## config.mk

```make
export PLATFORM = sky130hd
export DESIGN_NAME = ofs_corrector
export DESIGN_NICKNAME = d
export VERILOG_FILES = /design/src/rtl/ofs_pkg.sv /design/src/rtl/ofs_cal_ctrl.sv /design/src/rtl/ofs_sat_sub.sv /design/src/rtl/ofs_fmt_reg.sv /design/src/rtl/ofs_corrector.sv
export SDC_FILE = /design/constraint.sdc
export NUM_CORES = 1
export LEC_CHECK = 0
export BUFFER_PORTS_ARGS = -buffer_cell sky130_fd_sc_hd__buf_2
export CAP_MARGIN = 20
export CORE_MARGIN = 2
export CORE_UTILIZATION = 40
export CTS_BUF_LIST = sky130_fd_sc_hd__clkbuf_8
export CTS_CLUSTER_DIAMETER = 50
export CTS_CLUSTER_SIZE = 30
export DETAILED_ROUTE_END_ITERATION = 10
export GPL_TIMING_DRIVEN = 0
export SKIP_CTS_REPAIR_TIMING = 1
export SYNTH_ARGS = -nofsm -noshare
export SYNTH_HDL_FRONTEND = slang
export SYNTH_SLANG_ARGS = --single-unit
```

## constraint.sdc

```tcl
create_clock -name clk -period 6.32 [get_ports clk]
set_input_delay 0.948 -clock clk [delete_from_list [all_inputs] [get_ports clk]]
set_output_delay 0.948 -clock clk [all_outputs]
set_load 0.01 [all_outputs]
```

## src/rtl/ofs_pkg.sv

```systemverilog
package ofs_pkg;
  localparam int unsigned SAMPLE_W_DEF = 12;
  typedef enum logic {FMT_TWOS = 1'b0, FMT_BIN = 1'b1} fmt_e;
endpackage

```

## src/rtl/ofs_cal_ctrl.sv

```systemverilog
module ofs_cal_ctrl #(
  parameter int unsigned W = ofs_pkg::SAMPLE_W_DEF
) (
  input  logic         clk,
  input  logic         rst,
  input  logic         cal_start,
  input  logic         raw_valid,
  input  logic [W-1:0] raw_data,
  output logic         zero_req,
  output logic [W-1:0] offset
);
  logic take_cal;
  assign take_cal = zero_req && raw_valid;

  always_ff @(posedge clk) begin
    if (rst) begin
      zero_req <= 1'b0;
      offset   <= '0;
    end else if (take_cal) begin
      zero_req <= 1'b0;
      offset   <= raw_data;
    end else if (cal_start) begin
      zero_req <= 1'b1;
    end
  end

  // request raised after a start command
  assert_req_rise_R2: assert property (@(posedge clk) disable iff (rst)
    cal_start && !zero_req |=> zero_req);
  // request held until a sample arrives
  assert_req_hold_R2: assert property (@(posedge clk) disable iff (rst)
    zero_req && !raw_valid |=> zero_req);
  // request dropped once the sample is seen
  assert_req_drop_R2: assert property (@(posedge clk) disable iff (rst)
    zero_req && raw_valid |=> !zero_req);
  // offset changes only on a calibration sample
  assert_offset_stable_R4: assert property (@(posedge clk) disable iff (rst)
    !(zero_req && raw_valid) |=> $stable(offset));
endmodule

```

## src/rtl/ofs_sat_sub.sv

```systemverilog
module ofs_sat_sub #(
  parameter int unsigned W = ofs_pkg::SAMPLE_W_DEF
) (
  input  logic [W-1:0] a,
  input  logic [W-1:0] b,
  output logic [W-1:0] y
);
  localparam logic [W-1:0] POS_MAX = {1'b0, {(W-1){1'b1}}};
  localparam logic [W-1:0] NEG_MIN = {1'b1, {(W-1){1'b0}}};

  logic [W:0] diff;
  assign diff = {a[W-1], a} - {b[W-1], b};

  always_comb begin
    if (diff[W] == diff[W-1]) y = diff[W-1:0];
    else if (diff[W])         y = NEG_MIN;
    else                      y = POS_MAX;
  end
endmodule

```

## src/rtl/ofs_fmt_reg.sv

```systemverilog
module ofs_fmt_reg #(
  parameter int unsigned W = ofs_pkg::SAMPLE_W_DEF
) (
  input  logic         clk,
  input  logic         rst,
  input  logic         in_valid,
  input  logic [W-1:0] in_data,
  input  logic         fmt_bin,
  output logic         out_valid,
  output logic [W-1:0] out_data
);
  import ofs_pkg::*;
  logic [W-1:0] coded;
  fmt_e         fmt;

  assign fmt = fmt_e'(fmt_bin);
  always_comb begin
    coded = in_data;
    if (fmt == FMT_BIN) coded[W-1] = ~in_data[W-1];
  end

  always_ff @(posedge clk) begin
    if (rst) begin
      out_valid <= 1'b0;
      out_data  <= '0;
    end else begin
      out_valid <= in_valid;
      if (in_valid) out_data <= coded;
    end
  end

  // output word only changes with a valid strobe
  assert_data_hold_R6: assert property (@(posedge clk) disable iff (rst)
    !in_valid |=> $stable(out_data));
endmodule

```

## src/rtl/ofs_corrector.sv

```systemverilog
module ofs_corrector #(
  parameter int unsigned SAMPLE_W = ofs_pkg::SAMPLE_W_DEF
) (
  input  logic                clk,
  input  logic                rst,
  input  logic [SAMPLE_W-1:0] raw_data,
  input  logic                raw_valid,
  input  logic                cal_start,
  input  logic                fmt_bin,
  output logic [SAMPLE_W-1:0] out_data,
  output logic                out_valid,
  output logic                zero_req
);
  logic [SAMPLE_W-1:0] offset;
  logic [SAMPLE_W-1:0] corrected;
  logic                pass_valid;

  ofs_cal_ctrl #(.W(SAMPLE_W)) u_cal (
    .clk(clk), .rst(rst), .cal_start(cal_start), .raw_valid(raw_valid),
    .raw_data(raw_data), .zero_req(zero_req), .offset(offset));

  ofs_sat_sub #(.W(SAMPLE_W)) u_sub (
    .a(raw_data), .b(offset), .y(corrected));

  assign pass_valid = raw_valid && !zero_req;

  ofs_fmt_reg #(.W(SAMPLE_W)) u_fmt (
    .clk(clk), .rst(rst), .in_valid(pass_valid), .in_data(corrected),
    .fmt_bin(fmt_bin), .out_valid(out_valid), .out_data(out_data));

  // calibration sample never emitted
  assert_cal_hidden_R3: assert property (@(posedge clk) disable iff (rst)
    zero_req && raw_valid |=> !out_valid);
  // normal sample emitted one cycle later
  assert_latency_R7: assert property (@(posedge clk) disable iff (rst)
    raw_valid && !zero_req |=> out_valid);
  // no output without a sample
  assert_no_spurious_R7: assert property (@(posedge clk) disable iff (rst)
    !raw_valid |=> !out_valid);
endmodule

```

==> results.yml <==
critical_path:
  worstSetupStartpointType: "input pin"
  path_delay_family: "compound AO/OA/AOI/OAI gates"
  worst_ep_arrival_time_ns: 2.95
  r2r_cells: 11
  critical_path_buf_inv_count: 4
  end_kind: "register"
  reg2reg_from: "u_cal.offset[0]"
  ff2ff_setup_slack_ns: 4.02
  path_class: "input pin to register"
  r2r-end: "u_fmt.out_data[8]"
  cp_slowest_cell: "fa_1"
  path_cells: "buf_2 -> inv_1 -> ha_1 -> inv_1 -> fa_1 -> nand3_1 -> a21oi_1 -> nand4bb_1 -> a21oi_2 -> o211ai_2 -> buf_6 -> a21oi_1 -> nor2_1"
  required_ns: 6.51
  path_max_fanout: 10
  crit_path_max_incr_delay_ns: 0.40
sta:
  max_freq_ghz: 0.3625
  tightest_slew_ns: 0.5012
  hold_violations: 0
  slew_viol_final: 0
  maxSlewHeadroom: 0.6652
  whs_ns: 0.4601
  setup_viol: 0
  setup_ws_ns: 3.561
  setup_tns_ns: 0
  fin_skew_ns: 0.008797
  fin_crit_sh: 0.4365
  period_needed_ns: 2.759
  rsz0062_at_grt: "no"
yosys:
  ys_types: 41
  yosys.area.top_type: "dfxtp_1"
  yosysSeqAreaShare: 0.3102
  syn_area_sq_um: 1678
  synth_edf_count: 0
  synth_seq_cells: 26
  syn_nets: 246
  synth_async_sr_flop_share: 0
  syn-instance-count: 216
  synth_top_area_share: 0.3102
  ys_top_cells_by_count: "31 x a21oi_1, 31 x nand2_1, 26 x dfxtp_1, 25 x nor2_1, 14 x inv_1"
  ys_top_cells_by_area: "dfxtp_1 31%, a21oi_1 9.2%, ha_1 8.9%, nand2_1 6.9%, nor2_1 5.6%"
  synth_top_flop_cell: "dfxtp_1"
  postSynthAreaPerCell_sq_um: 7.768
  yosysWarningCount: 0
power:
  power_density_nw_per_um2: 230.0
  p_leak_uw: 0.0008083
  power_uw: 451.2
  peakVddDrop_mv: 0.09686
grt:
  grt.total_usage: 0.1804
  first_global_vias: 1423
  grt_pass1_wl_um: 6313
  overflow: 0
  antenna_found_initial: 0
  grt_max_degree: 16
cts:
  clock_latency_ns: 0.28
  cts.htree.levels: 1
  cts_buffers: 3
  cts_tree: "yes"
  cts_root_buf: "clkbuf_8"
  cts_num_sinks: 26
  clockBufferDepth: 2
  cts.reportedPaths.clkPinSlew_ns: 0.10
final_layout:
  diodes: 0
  drive_above_1_share: 0.1960
  synthToLayoutAreaGrowth_pct: 16.93
  nets: 281
  fin_util: 0.4870
drt:
  remaining_drc_errors: 0
  via_per_inst: 5.290
  first_iter_violations: 44
  vias: 1587
  drt-total-wl_um: 3839
  antenna_left: 0
  wire_per_inst_um: 12.80
  drtPass1Iterations: 4
placed_design:
  post-place-ws_ns: 3.245
  gp_congestion: 0.8270
  dp_hpwl_um: 3058
  portBuffers: 30
worst_hold_path:
  worstHoldStart: "u_cal.offset[6]"
  hold-path-cell-count: 2
  hold-path-endpoint: "u_cal.offset[6]"
  hold_class: "register to register"
floorplanning:
  die_h_um: 68.77
  start_util: 0.4165
  die_x_um: 68.77
  die_area_sq_um: 4729
  coreArea_sq_um: 4029
  row_count: 23
  pin_count: 31
run_status:
  status: "finished clean"
flow_run:
  cap_violations: 0
## power breakdown
group | leakage (uW) | internal, uW | switching, uW
combinational | 0.000559 | 53.8 | 72.7
sequential | 0.000214 | 176 | 5.41
clock | 0.0000357 | 84.9 | 58.5
## worst min-delay path, stage by stage, from the launching register on
cell and delay, ns:
dfxtp_1 0.32, nand2_1 0.05, a21oi_1 0.05
## kinds of logic after synthesis
group,after synthesis,synth area share
and+or+nand+nor,74,0.1932
buffers and inverters,23,0.06561
AOI/OAI and AO/OA,71,0.2826
xor gates and xnor gates,9,0.04698
adders and majority gates,13,0.1014
DFF,26,0.3102
## layer usage
metal | share of wire | wire (um) | global-route usage | vias to the layer above
met3 | 0.034 | 130 | 0.03084 | 6
met1 | 0.48 | 1844 | 0.2274 | 738
met4 | 0.017 | 65 | 0.06863 | 0
met2 | 0.47 | 1797 | 0.3065 | 24
li1 | - | - | - | 819
met5 | 0 | 0 | 0 | -
## registers in the layout, summed over array words and instances (netlist names)
name and count:
u_cal.offset 12, u_cal.zero_req 1, u_fmt.out_data 12, u_fmt.out_valid 1
## worst max path at each step
stage | from | end | slack, ns | depth (start not counted)
global placement | raw_data[0] | u_fmt.out_data[3] | 3.26 | 13
detailed placement | raw_data[0] | u_fmt.out_data[8] | 3.25 | 13
global route | raw_data[0] | u_fmt.out_data[1] | 3.39 | 13
floorplan | raw_data[0] | u_fmt.out_data[9] | 3.59 | 12
CTS | raw_data[0] | u_fmt.out_data[8] | 3.55 | 13
finish | raw_data[0] | u_fmt.out_data[8] | 3.56 | 13
## area by class of cell
class	instances	area [sq um]
fillers	426	2067
flip-flops and latches	26	520.5
well taps	50	62.56
plain buffers	9	57.56
clock inverters	1	30.03
multi-input cells	167	1047
clock buffers	3	41.29
inverters	14	52.55
repair buffers	30	150.1
## cell usage in the layout (no fill, tap or decap), types with 4 or more instances in the layout
| cell | count |
|---|---|
| ha_1 | 12 |
| dfxtp_1 | 26 |
| o21ai_0 | 11 |
| nor2_1 | 25 |
| nor3_1 | 4 |
| inv_1 | 14 |
| buf_2 | 30 |
| xnor2_1 | 7 |
| a21oi_1 | 31 |
| nand2_1 | 31 |
## through the flow
step	std cells	instance area, sq um
final	300	1962
after global routing	300	1962
after CTS	300	1962
after detailed placement	296	1891
after global placement	296	1891
after floorplan	216	1678
No activity file was read; power rests on OpenSTA's default activity.
